<file path="src/rtl/gpioOutPkg.sv">
package gpioOutPkg;

  localparam int unsigned OFF_PIN_IN  = 32'h10;
  localparam int unsigned OFF_DATA    = 32'h14;
  localparam int unsigned OFF_DATA_LO = 32'h18;
  localparam int unsigned OFF_DATA_HI = 32'h1c;
  localparam int unsigned OFF_OE      = 32'h20;
  localparam int unsigned OFF_OE_LO   = 32'h24;
  localparam int unsigned OFF_OE_HI   = 32'h28;

  localparam int unsigned NUM_HALVES = 2;

  typedef enum logic [2:0] {
    RD_NONE,
    RD_PIN,
    RD_DATA,
    RD_OE,
    RD_DATA_LO,
    RD_DATA_HI,
    RD_OE_LO,
    RD_OE_HI
  } rdSelT;

  typedef struct packed {
    logic                  dataFull;
    logic [NUM_HALVES-1:0] dataHalf;
    logic                  oeFull;
    logic [NUM_HALVES-1:0] oeHalf;
    rdSelT                 rdSel;
  } ctrlStrobeT;

endpackage

</file>
<file path="src/rtl/gpioOutCtrl.sv">
module gpioOutCtrl
  import gpioOutPkg::*;
#(
  parameter int unsigned ADDR_W = 8
) (
  input  logic              wrEn,
  input  logic [ADDR_W-1:0] addr,
  output ctrlStrobeT        strobe
);

  always_comb begin
    strobe = '0;
    strobe.rdSel = RD_NONE;
    if (addr == ADDR_W'(OFF_PIN_IN)) begin
      strobe.rdSel = RD_PIN;           // read only, writes ignored
    end else if (addr == ADDR_W'(OFF_DATA)) begin
      strobe.rdSel    = RD_DATA;
      strobe.dataFull = wrEn;
    end else if (addr == ADDR_W'(OFF_DATA_LO)) begin
      strobe.rdSel       = RD_DATA_LO;
      strobe.dataHalf[0] = wrEn;
    end else if (addr == ADDR_W'(OFF_DATA_HI)) begin
      strobe.rdSel       = RD_DATA_HI;
      strobe.dataHalf[1] = wrEn;
    end else if (addr == ADDR_W'(OFF_OE)) begin
      strobe.rdSel  = RD_OE;
      strobe.oeFull = wrEn;
    end else if (addr == ADDR_W'(OFF_OE_LO)) begin
      strobe.rdSel     = RD_OE_LO;
      strobe.oeHalf[0] = wrEn;
    end else if (addr == ADDR_W'(OFF_OE_HI)) begin
      strobe.rdSel     = RD_OE_HI;
      strobe.oeHalf[1] = wrEn;
    end
  end

endmodule

</file>
<file path="src/rtl/gpioOutDatapath.sv">
module gpioOutDatapath
  import gpioOutPkg::*;
#(
  parameter int unsigned DATA_W = 32
) (
  input  logic              clk,
  input  logic              rstN,
  input  ctrlStrobeT        strobe,
  input  logic [DATA_W-1:0] wdata,
  input  logic [DATA_W-1:0] pinIn,
  output logic [DATA_W-1:0] dataOut,
  output logic [DATA_W-1:0] oeOut,
  output logic [DATA_W-1:0] rdata
);

  localparam int unsigned HALF = DATA_W / NUM_HALVES;

  logic [DATA_W-1:0] dataQ, dataD;
  logic [DATA_W-1:0] oeQ, oeD;
  logic [DATA_W-1:0] pinQ;
  logic [HALF-1:0]   wrMask, wrVal;

  assign wrVal  = wdata[HALF-1:0];
  assign wrMask = wdata[DATA_W-1:HALF];

  function automatic logic [HALF-1:0] mergeHalf(
    input logic [HALF-1:0] cur,
    input logic [HALF-1:0] val,
    input logic [HALF-1:0] msk
  );
    return (val & msk) | (cur & ~msk);   // zero mask keeps cur
  endfunction

  always_comb begin
    dataD = dataQ;
    oeD   = oeQ;
    if (strobe.dataFull) dataD = wdata;
    if (strobe.oeFull)   oeD   = wdata;
    for (int h = 0; h < NUM_HALVES; h++) begin
      if (strobe.dataHalf[h])
        dataD[h*HALF +: HALF] = mergeHalf(dataQ[h*HALF +: HALF], wrVal, wrMask);
      if (strobe.oeHalf[h])
        oeD[h*HALF +: HALF] = mergeHalf(oeQ[h*HALF +: HALF], wrVal, wrMask);
    end
  end

  always_ff @(posedge clk or negedge rstN) begin
    if (!rstN) begin
      dataQ <= '0;
      oeQ   <= '0;
      pinQ  <= '0;
    end else begin
      dataQ <= dataD;
      oeQ   <= oeD;
      pinQ  <= pinIn;
    end
  end

  always_comb begin
    rdata = '0;                        // unmapped reads zero
    unique case (strobe.rdSel)
      RD_PIN:     rdata = pinQ;
      RD_DATA:    rdata = dataQ;
      RD_OE:      rdata = oeQ;
      RD_DATA_LO: rdata = {{HALF{1'b0}}, dataQ[HALF-1:0]};
      RD_DATA_HI: rdata = {{HALF{1'b0}}, dataQ[DATA_W-1:HALF]};
      RD_OE_LO:   rdata = {{HALF{1'b0}}, oeQ[HALF-1:0]};
      RD_OE_HI:   rdata = {{HALF{1'b0}}, oeQ[DATA_W-1:HALF]};
      default:    rdata = '0;
    endcase
  end

  assign dataOut = dataQ;
  assign oeOut   = oeQ;

endmodule

</file>
<file path="src/rtl/gpioOutRegs.sv">
module gpioOutRegs
  import gpioOutPkg::*;
#(
  parameter int unsigned DATA_W = 32,
  parameter int unsigned ADDR_W = 8
) (
  input  logic              clk,
  input  logic              rstN,
  input  logic              wrEn,
  input  logic [ADDR_W-1:0] addr,
  input  logic [DATA_W-1:0] wdata,
  output logic [DATA_W-1:0] rdata,
  input  logic [DATA_W-1:0] pinIn,
  output logic [DATA_W-1:0] dataOut,
  output logic [DATA_W-1:0] oeOut
);

  ctrlStrobeT strobe;

  gpioOutCtrl #(.ADDR_W(ADDR_W)) u_ctrl (
    .wrEn   (wrEn),
    .addr   (addr),
    .strobe (strobe)
  );

  gpioOutDatapath #(.DATA_W(DATA_W)) u_dp (
    .clk     (clk),
    .rstN    (rstN),
    .strobe  (strobe),
    .wdata   (wdata),
    .pinIn   (pinIn),
    .dataOut (dataOut),
    .oeOut   (oeOut),
    .rdata   (rdata)
  );

endmodule

</file>
<file path="config.mk">
export PLATFORM = sky130hd
export DESIGN_NAME = gpioOutRegs
export DESIGN_NICKNAME = d
export VERILOG_FILES = /design/src/rtl/gpioOutPkg.sv /design/src/rtl/gpioOutCtrl.sv /design/src/rtl/gpioOutDatapath.sv /design/src/rtl/gpioOutRegs.sv
export SDC_FILE = /design/constraint.sdc
export NUM_CORES = 1
export LEC_CHECK = 0
export BUFFER_PORTS_ARGS = -buffer_cell sky130_fd_sc_hd__buf_2
export CORE_MARGIN = 2
export CORE_UTILIZATION = 39
export CTS_BUF_LIST = sky130_fd_sc_hd__clkbuf_8
export DETAILED_ROUTE_END_ITERATION = 8
export GPL_TIMING_DRIVEN = 0
export SYNTH_ARGS = -nofsm -noshare
export SYNTH_HDL_FRONTEND = slang
export SYNTH_SLANG_ARGS = --single-unit
</file>
<file path="constraint.sdc">
create_clock -name clk -period 4.02 [get_ports clk]
set_input_delay 0.804 -clock clk [delete_from_list [all_inputs] [get_ports clk]]
set_output_delay 0.804 -clock clk [all_outputs]
set_load 0.03 [all_outputs]
</file>
==> summary.txt, run 1 <==
Outcome
  – Outcome: finished, final reports clean

Clocking
  – CTS Buf Count: 9
  – Clk slew on worst S/H paths: 0.09 ns
  – Post-CTS Setup Inserts: 0
  – H-Tree Depth: 3
  – CTS tree: built
  – Clock Tree Buf Depth: 2
  – Clk Latency, worst-skew pair: 0.39 ns
  – Clock sink total: 96
  – Hold buffer count at cts: 0
  – Root Driver: clkbuf_8

Job
  – Max_cap viols: 0

Routing
  – Vias per cell: 5.83
  – DR pass1 iterations: 5
  – Drt total wl: 19,000 um
  – Met2 WL post-DR: 8700 um
  – Final ANT Viol Nets: 0
  – Residual DRC: 0
  – DRT iter0 DRCs: 409
  – Vias: 5,159
  – Avg WL per Cell: 21.5 um
  – M1 WL: 7770 um
  – Wire length on met3: 1860 um
  – DR top layer: met4

Setup path
  – Crit path to: rdata[27]
  – Worst endpoint required time: 3.22 ns
  – Startpoint Class: input pin
  – FF-to-FF path depth: 2
  – WP data arrival: 3.20 ns
  – CP Capture Type: output port
  – Crit Path Class: input pin to output port
  – Worst-path maximum fanout: 10
  – R2R setup slack: 3.09 ns
  – Crit path from: addr[1]

Timing
  – Post-route setup slack: 0.0183 ns
  – Post-Route Skew: 0 ns
  – Final Hold Fails: 0
  – Post-layout minimum cycle time: 4.00 ns
  – Final setup violation count: 0
  – Hold WS: 0.355 ns
  – Final worst-path cycle share: 0.995
  – RSZ-0062 raised after global routing: no
  – Max Clk Rate: 250 MHz
  – Headroom to the max-slew limit: 0.248
  – Worst-Margin Slew: 1.12 ns
  – Fin. max-slew vios: 0

Final layout
  – Final #Nets: 783
  – Core Util, Final: 0.501
  – P&R area growth vs syn: 26.0%
  – ANT cells: 0
  – Layout cells sized above 1: 0.331
  – # fillers: 1,205

GRT
  – Grt ovf: 0
  – Initial antenna violation count: 0
  – Total Routing Usage GR: 0.285
  – First-pass GRT wire length: 28,600 um
  – Pin count of the biggest net entering global routing: 65
  – Vias in the first global route: 5,022

Pwr
  – P_leak: 3.19 nW
  – P_sw: 0.000754 W
  – Comb power frac: 0.200
  – Clock power share: 0.291
  – Reg power frac: 0.509
  – Switch share: 0.346
  – Pint: 0.00143 W
  – VDD IR max: 0.225 mV
  – Power Dens Cells: 347 nW/um^2

Floorplan
  – DIE AREA: 13,700 sq um
  – Die width: 117 um
  – Io pins: 171
  – Core area: 12,600 sq um
  – Die Y: 117 um
  – Initial core utilization: 0.398
  – # rows: 41

Logic synthesis
  – Cells after synthesis: 527
  – Synth Warn #: 0
  – Register bit total from synthesis: 96
  – Synth area leader: dfrtp_1
  – Yosys top cell area share: 0.481
  – Post-synthesis sequential area ratio: 0.481
  – Syn Nets: 602
  – Avg Synthesized Cell Area: 9.48 sq um
  – Largest cells by area after synthesis: dfrtp_1, a211oi_1, a21oi_1
  – Netlist Area Pre-Place: 5000 sq um
  – Synth cell types: 32

Placement
  – Post-DP HPWL: 13,000 um
  – Post-Place Worst Slack: -0.415 ns
  – Port buffer count: 169
  – Final RePlAce weighted congestion: 0.896

Min path
  – Worst hold path type: input pin to async pin
-- cells by family (layout without fill, tap and decap cells) --
| group | Yosys count | after routing | synth area share |
|---|---|---|---|
| AND/OR/NAND/NOR | 171 | 171 | 0.169 |
| flip-flops | 96 | 96 | 0.481 |
| AO/OA/AOI/OAI | 176 | 176 | 0.240 |
| multiplexers | 32 | 32 | 0.0681 |
| buffers and inverters | 52 | 238 | 0.0428 |
-- layout make-up --
cell class / instances / area (sq um) / share of cell area
Timing Repair Buffer: 170 / 876 / 0.139
Sequential cell: 96 / 2400 / 0.381
Tap cell: 172 / 215 / 0.0342
Clock buffer: 10 / 138 / 0.0219
Clock inverter: 6 / 50.0 / 0.00795
Buffer: 34 / 150 / 0.0238
Multi-Input combinational cell: 379 / 2400 / 0.381
Inverter: 18 / 67.6 / 0.0107
-- Yosys cell counts (all sizes together) --
cell    instances
a22oi          16
or4b            1
dfrtp          96
or3b            1
nor3            5
nand4           2
and4            1
mux2i          16
nand2b          2
a211oi         48
or4             2
o22ai          32
nor4            1
a21oi          64
nor3b           1
a221o          16
or2             1
nor2           51
nand3b         16
nand3           2
inv            18
mux2           16
nand2          66
clkbuf         22
nor2b          19
buf            12
-- per-stage QoR --
step | cells | total power (W) | cell area, sq um | TNS, ns
after global placement | 868 | 0.00155 | 6060 | -3.51
after detailed placement | 869 | 0.00156 | 6090 | -4.32
after CTS | 885 | 0.00219 | 6290 | 0
final | 885 | 0.00218 | 6300 | 0
after global routing | 885 | 0.00228 | 6300 | 0
after floorplan | 527 | 0.00137 | 5000 | 0
-- worst max-delay path, stage by stage --
cell      delay (ns)
buf_2           0.12
or4_4           0.58
nor3b_2         0.78
clkbuf_2        0.51
nand2_1         0.10
nand2_1         0.09
buf_2           0.21
-- how the worst min path moves through the flow --
stage | to | cells past startpoint | slack, ns | start
floorplan | async pin | 0 | 0.51 | rstN
global placement | flip-flop | 1 | 0.51 | flip-flop
detailed placement | flip-flop | 1 | 0.52 | flip-flop
CTS | u_dp.pinQ[21] | 1 | 0.36 | rstN
global route | u_dp.pinQ[21] | 1 | 0.37 | rstN
finish | u_dp.pinQ[17] | 1 | 0.36 | rstN
-- layout by cell type (no fill, tap or decap), types with 2 or more instances in the layout --
master,count
a221o_1,16
nand3b_1,16
a21oi_1,54
nand4_1,2
nor2_1,51
inv_6,3
dfrtp_1,96
inv_1,18
a211oi_1,48
buf_2,177
a21oi_2,10
a22oi_1,16
clkbuf_8,10
clkinvlp_4,2
o22ai_1,32
nand2b_1,2
nand2_1,66
clkbuf_1,19
nor3_2,3
mux2_2,16
clkbuf_2,3
nor2b_1,19
mux2i_1,16
buf_1,2
-- power groups by stage --
stage | Sequential (W) | Combinational [W] | Clock, W
2_1_floorplan | 0.00122 | 0.000145 | 0
3_3_place_gp | 0.00113 | 0.000421 | 0
3_5_place_dp | 0.00113 | 0.000432 | 0
4_1_cts | 0.00111 | 0.000434 | 0.000642
5_1_grt | 0.00112 | 0.000474 | 0.000689
6_report | 0.00111 | 0.000436 | 0.000635
-- what timing repair did --
action	in CTS	in global routing
gates cloned	0	0
endpoints found under the setup margin	23	2
resized for setup	5	1
-- metal layers --
metal,up-vias,GRT usage
met4,0,0.113
met2,317,0.445
met5,-,0
met1,2502,0.371
li1,2291,-
met3,49,0.0886
Power figures use the tool's default switching activity.
==> inputs of run 2 (changes only) <==
--- a/config.mk
+++ b/config.mk
@@ -5,11 +5,11 @@
 export SDC_FILE = /design/constraint.sdc
 export NUM_CORES = 1
 export LEC_CHECK = 0
-export BUFFER_PORTS_ARGS = -buffer_cell sky130_fd_sc_hd__buf_2
 export CORE_MARGIN = 2
 export CORE_UTILIZATION = 39
 export CTS_BUF_LIST = sky130_fd_sc_hd__clkbuf_8
 export DETAILED_ROUTE_END_ITERATION = 8
+export DONT_BUFFER_PORTS = 1
 export GPL_TIMING_DRIVEN = 0
 export SYNTH_ARGS = -nofsm -noshare
 export SYNTH_HDL_FRONTEND = slang
==> run 2 against run 1 <==
Net effect:
- global-route usage is 1.2 points lower
- first-iteration DRC count is 17% higher
- non-clock buffer count is 170 lower
- setup slack better by 0.14 ns
==> summary.txt, run 2 (synthesis gave the netlist of run 1 again) <==
Setup path
  – WP data arrival: 3.06 ns (-0.14 ns)
  – R2R setup slack: 2.93 ns (-0.16 ns)
  – CP Capture Type: output port
  – FF-to-FF path depth: 2 (unchanged)
  – Slowest-stage cell, CP: clkbuf_1
  – Cell Chain, Critical Path: nor4_4 -> nand2_1 -> nor2_1 -> clkbuf_1 -> a221o_1
  – Worst endpoint required time: 3.22 ns (about the same)
  – Crit Path Class: input pin to output port
  – Worst-path maximum fanout: 10 (unchanged)
  – Critical path's largest stage delay: 0.64 ns (-0.14 ns)
  – Startpoint Class: input pin

Routing
  – Drt total wl: 18,700 um (-1.8%)
  – Final ANT Viol Nets: 0 (unchanged)
  – Vias per cell: 6.20 (+6.4%)
  – Avg WL per Cell: 26.1 um (+22%)
  – Vias: 4,435 (-14%)
  – DR pass1 iterations: 5 (unchanged)
  – DRT iter0 DRCs: 479 (+17%)
  – Residual DRC: 0 (unchanged)

Timing
  – Max Clk Rate: 259 MHz (+3.5%)
  – Final worst-path cycle share: 0.962 (-0.0338)
  – Post-Route Skew: 0 ns (unchanged)
  – Fin. max-slew vios: 0 (unchanged)
  – Post-layout minimum cycle time: 3.87 ns (-0.136 ns)
  – Final setup violation count: 0 (unchanged)
  – Final Hold Fails: 0 (unchanged)
  – Headroom to the max-slew limit: 0.250 (+0.00217)
  – Post-route setup slack: 0.154 ns (+0.136 ns)
  – Worst-Margin Slew: 1.12 ns (-0.00323 ns)
  – RSZ-0062 raised after global routing: no

Final layout
  – Final #Nets: 613 (-22%)
  – FF/Latch Area: 2400 sq um (unchanged)
  – # fillers: 1,283 (+6.5%)
  – Core Util, Final: 0.430 (-0.0712)
  – Multi-input gate area: 2390 sq um (-0.26%)
  – ANT cells: 0 (unchanged)
  – Commonest non-fill, non-tap cells in the layout: dfrtp_1, nand2_1, a21oi_1
  – P&R area growth vs syn: 8.09%
  – Layout cells sized above 1: 0.118 (-0.213)
  – Commonest non-fill, non-tap cell in the layout: dfrtp_1

Floorplan
  – Core area: 12,600 sq um (unchanged)
  – Die width: 117 um (unchanged)
  – # rows: 41 (unchanged)
  – Die Y: 117 um (unchanged)
  – Io pins: 171 (unchanged)
  – DIE AREA: 13,700 sq um (unchanged)
  – Initial core utilization: 0.398 (unchanged)

GRT
  – Total Routing Usage GR: 0.273 (-0.0123)
  – Pin count of the biggest net entering global routing: 97 (+49%)
  – Vias in the first global route: 4,434 (-12%)
  – Initial antenna violation count: 0 (unchanged)
  – First-pass GRT wire length: 26,800 um (-6.2%)
  – Grt ovf: 0 (unchanged)

Placement
  – Final RePlAce weighted congestion: 0.879 (-2.0%)
  – Post-Place Worst Slack: -0.209 ns (+0.206 ns)
  – Port buffer count: 0 (-100%)
  – Post-DP HPWL: 12,600 um (-3.8%)

Pwr
  – VDD IR max: 0.242 mV (+7.5%)
  – P_leak: 2.36 nW (-26%)
  – Power Dens Cells: 378 nW/um^2 (+9.0%)
  – Final Power: 0.00204 W (-6.4%)

Clocking
  – Clk Latency, worst-skew pair: 0.39 ns (about the same)
  – CTS Buf Count: 9 (unchanged)
  – Root Driver: clkbuf_8
  – Post-CTS Setup Inserts: 0 (unchanged)
  – Clock Tree Buf Depth: 2 (unchanged)
  – Clock sink total: 96 (unchanged)
  – CTS tree: built
  – Clk slew on worst S/H paths: 0.10 ns (about the same)
  – H-Tree Depth: 3 (unchanged)

Outcome
  – Outcome: finished, final reports clean

Min path
  – Worst hold path type: input pin to async pin

Job
  – Max_cap viols: 0 (unchanged)
run 2: layout make-up:
cell class / instances / share of cell area
buffer: 34 / 0.0276
clock buffer: 9 / 0.0229
clock inverter: 7 / 0.00973
inverter: 18 / 0.0125
multi-input combinational: 379 / 0.443
sequential: 96 / 0.445
tap: 172 / 0.0398
run 2: per-stage QoR:
stage / TNS [ns] / hold WS, ns / instance area, sq um / cells
final: 0 / 0.0962 / 5400 / 715
after global placement: -1.54 / 0.512 / 5210 / 699
after global routing: 0 / 0.0655 / 5400 / 715
after detailed placement: -1.63 / 0.512 / 5210 / 699
after floorplan: 0 / 0.508 / 5000 / 527
after CTS: 0 / 0.0702 / 5400 / 715
run 2: worst max path at each step:
stage	end	start
final	rdata[6]	addr[1]
after global routing	rdata[14]	addr[1]
after CTS	rdata[16]	addr[1]
after detailed placement	rdata[27]	addr[1]
after global placement	rdata[27]	addr[1]
after floorplan	rdata[23]	addr[1]
run 2: per-layer routing:
| metal | share of wire | up-vias | GRT usage |
|---|---|---|---|
| li1 | - | 1945 | - |
| met1 | 0.38 | 2185 | 0.348 |
| met2 | 0.48 | 280 | 0.440 |
| met3 | 0.12 | 25 | 0.0896 |
| met4 | 0.017 | 0 | 0.0839 |
| met5 | 0 | - | 0 |
run 2: repair_timing:
| action | CTS | global route |
|---|---|---|
| endpoints found under the setup margin | 10 | 13 |
| resized for setup | 2 | 3 |
| hold buffers | 0 | 0 |
run 2: report_power, final:
group / internal, W / total (W) / switching, W
Combinational: 0.0000774 / 0.000186 / 0.000109
Sequential: 0.00103 / 0.00124 / 0.000203
Clock: 0.000233 / 0.000619 / 0.000386
run 2: worst max-delay path: cells and delay by family:
family | cells | cell delay, ns
and+or+nand+nor | 3 | 1.13
buffers and inverters | 1 | 0.64
AOI/OAI and AO/OA | 1 | 0.48
==> inputs of run 3 (changes only) <==
--- a/config.mk
+++ b/config.mk
@@ -5,12 +5,14 @@
 export SDC_FILE = /design/constraint.sdc
 export NUM_CORES = 1
 export LEC_CHECK = 0
+export CAP_MARGIN = 5
 export CORE_MARGIN = 2
 export CORE_UTILIZATION = 39
 export CTS_BUF_LIST = sky130_fd_sc_hd__clkbuf_8
 export DETAILED_ROUTE_END_ITERATION = 8
 export DONT_BUFFER_PORTS = 1
 export GPL_TIMING_DRIVEN = 0
+export REMOVE_ABC_BUFFERS = 1
 export SYNTH_ARGS = -nofsm -noshare
 export SYNTH_HDL_FRONTEND = slang
 export SYNTH_SLANG_ARGS = --single-unit
==> constraint.sdc (replaced) <==
create_clock -name clk -period 3.4 [get_ports clk]
set_input_delay 0.68 -clock clk [delete_from_list [all_inputs] [get_ports clk]]
set_output_delay 0.68 -clock clk [all_outputs]
set_load 0.03 [all_outputs]
==> run 3 against run 2 <==
Net effect:
- setup slack worse by 0.050 ns
- sequential power up 17%
- worst hold slack better by 0.12 ns
- first-iteration DRC count down 17%
- total power up 29%
- wire length down 13%
- largest power group unchanged
- clock power up 58%
==> summary.txt, run 3 (synthesis gave the netlist of run 1 again) <==
Final layout
  – Layout cells sized above 1: 0.122 (+0.00423)
  – Post-route insts no fill: 688 (-3.8%)
  – Core Util, Final: 0.440 (+0.00995)
  – # fillers: 1,212 (-5.5%)
  – Commonest non-fill, non-tap cell in the layout: dfrtp_1
  – ANT cells: 0 (unchanged)
  – P&R area growth vs syn: 10.6%
  – Commonest non-fill, non-tap cells in the layout: dfrtp_1, nand2_1, a21oi_1
  – Final #Nets: 587 (-4.2%)

Timing
  – Post-Route Skew: 0 ns (unchanged)
  – Worst-Margin Slew: 1.15 ns (+0.0360 ns)
  – Final setup violation count: 0 (unchanged)
  – Hold WS: 0.213 ns (+0.117 ns)
  – Max Clk Rate: 303 MHz
  – Final Hold Fails: 0 (unchanged)
  – Fin. max-slew vios: 0 (unchanged)
  – Post-layout minimum cycle time: 3.30 ns
  – RSZ-0062 raised after global routing: no
  – Headroom to the max-slew limit: 0.229 (-0.0206)
  – Final worst-path cycle share: 0.969

Floorplan
  – Initial core utilization: 0.398 (unchanged)
  – Die width: 117 um (unchanged)
  – DIE AREA: 13,700 sq um (unchanged)
  – Io pins: 171 (unchanged)
  – Core area: 12,600 sq um (unchanged)
  – Die Y: 117 um (unchanged)
  – # rows: 41 (unchanged)

Setup path
  – Worst endpoint required time: 2.72 ns (-0.50 ns)
  – R2R setup slack: 2.32 ns (-0.61 ns)
  – WP data arrival: 2.62 ns (-0.44 ns)
  – Critical path's largest stage delay: 0.65 ns (about the same)
  – Worst-path maximum fanout: 54 (+44)
  – Cell Chain, Critical Path: nand2b_1 -> nor3_4 -> buf_8 -> a22oi_1 -> nand2_1
  – Crit Path Class: input pin to output port
  – Slowest-stage cell, CP: nor3_4
  – FF-to-FF path depth: 2 (unchanged)
  – Startpoint Class: input pin
  – CP Capture Type: output port

Pwr
  – P_leak: 2.42 nW (+2.6%)
  – VDD IR max: 0.178 mV (-26%)
  – P_sw: 0.000765 W (+9.7%)
  – Reg power frac: 0.551 (-0.055)
  – Pint: 0.00187 W (+39%)
  – Power Dens Cells: 477 nW/um^2 (+26%)
  – Comb power frac: 0.078 (-0.013)
  – Final Power: 0.00264 W (+29%)
  – Clock power share: 0.371 (+0.068)
  – Switch share: 0.290 (-0.0516)

Routing
  – Final ANT Viol Nets: 0 (unchanged)
  – Drt total wl: 16,300 um (-13%)
  – Residual DRC: 0 (unchanged)
  – Avg WL per Cell: 23.7 um (-9.3%)
  – DR pass1 iterations: 5 (unchanged)
  – DRT iter0 DRCs: 397 (-17%)
  – Vias per cell: 6.19 (-0.15%)
  – Vias: 4,261 (-3.9%)

GRT
  – Pin count of the biggest net entering global routing: 97 (unchanged)
  – First-pass GRT wire length: 24,100 um (-10%)
  – Initial antenna violation count: 0 (unchanged)
  – Vias in the first global route: 4,226 (-4.7%)
  – Grt ovf: 0 (unchanged)
  – Total Routing Usage GR: 0.239 (-0.0335)

Placement
  – Dpl cells: 672 (-3.9%)
  – Post-DP HPWL: 10,300 um (-18%)
  – Final RePlAce weighted congestion: 0.754 (-14%)
  – Port buffer count: 0 (unchanged)

Clocking
  – Post-CTS Setup Inserts: 0 (unchanged)
  – CTS Buf Count: 9 (unchanged)
  – Clock sink total: 96 (unchanged)
  – CTS tree: built
  – Clock Tree Buf Depth: 2 (unchanged)
  – Clk slew on worst S/H paths: 0.10 ns (about the same)
  – Clk Latency, worst-skew pair: 0.38 ns (about the same)
  – H-Tree Depth: 3 (unchanged)
  – Root Driver: clkbuf_8

Job
  – Max_cap viols: 0 (unchanged)

Outcome
  – Outcome: finished, final reports clean

Min path
  – Worst hold path type: input pin to async pin
## run 3: cell types whose count changed in the layout (fill, tap and decap cells not counted), moves of 2 or more
cell       previous run  this run
clkbuf_2              2         0
nor3_4                0         4
buf_2                 9         0
nor2_2                0         2
bufinv_16             0         4
clkbuf_1             20         0
nor2_1               51        49
buf_1                 2         0
nor3_2                4         1
inv_6                 5         1
buf_16                0         3
buf_8                 0         3
## run 3: repair_timing
item                                    in CTS  in global routing
hold buffers                                 1                  0
endpoints found under the setup margin      12                  3
resized for setup                            2                  1
endpoints found under the hold margin       96                  0
## run 3: final cells by class
cell class / count / area, sq um / area share
clock inverters: 6 / 133 / 0.0240
repair buffers: 8 / 150 / 0.0272
flip-flops and latches: 96 / 2400 / 0.435
clock buffers: 9 / 124 / 0.0224
inverters: 18 / 67.6 / 0.0122
multi-input cells: 379 / 2440 / 0.441
well taps: 172 / 215 / 0.0389
## run 3: routing by layer
layer | global-route usage | part of all wire | vias up
met5 | 0 | 0 | -
met4 | 0.112 | 0.030 | 0
met3 | 0.0659 | 0.088 | 30
met2 | 0.389 | 0.49 | 220
met1 | 0.295 | 0.40 | 2120
li1 | - | - | 1891
## run 3: worst max-delay path, delay by kind of cell
family	cells	cell delay [ns]
buffers and inverters	1	0.23
AND/OR/NAND/NOR	3	1.58
AO/OA/AOI/OAI	1	0.09
## run 3: how the worst max path moves through the flow
| stage | startpoint | to | slack [ns] | cells after the start |
|---|---|---|---|---|
| finish | addr[3] | rdata[20] | 0.10 | 5 |
| global route | addr[1] | rdata[20] | 0.05 | 4 |
| CTS | addr[1] | rdata[15] | 0.04 | 5 |
| detailed placement | addr[3] | rdata[20] | -0.02 | 5 |
| global placement | addr[3] | rdata[16] | -1.49 | 4 |
| floorplan | addr[1] | rdata[16] | 0.11 | 4 |
## run 3: through the flow
| step | area [sq um] | worst slack (ns) | TNS (ns) |
|---|---|---|---|
| global route | 5530 | 0.0534 | 0 |
| CTS | 5520 | 0.0368 | 0 |
| floorplan | 4850 | 0.112 | 0 |
| finish | 5530 | 0.105 | 0 |
| detailed placement | 5220 | -0.0174 | -0.126 |
| global placement | 5070 | -1.49 | -52.64 |
## run 3: power by group through the flow
stage / sequential (W) / combinational (W) / clock, W
2_1_floorplan: 0.00144 / 0.000149 / 0
3_3_place_gp: 0.00147 / 0.000163 / 0
3_5_place_dp: 0.00147 / 0.000176 / 0
4_1_cts: 0.00145 / 0.000206 / 0.00101
5_1_grt: 0.00147 / 0.000235 / 0.00105
6_report: 0.00145 / 0.000205 / 0.000980
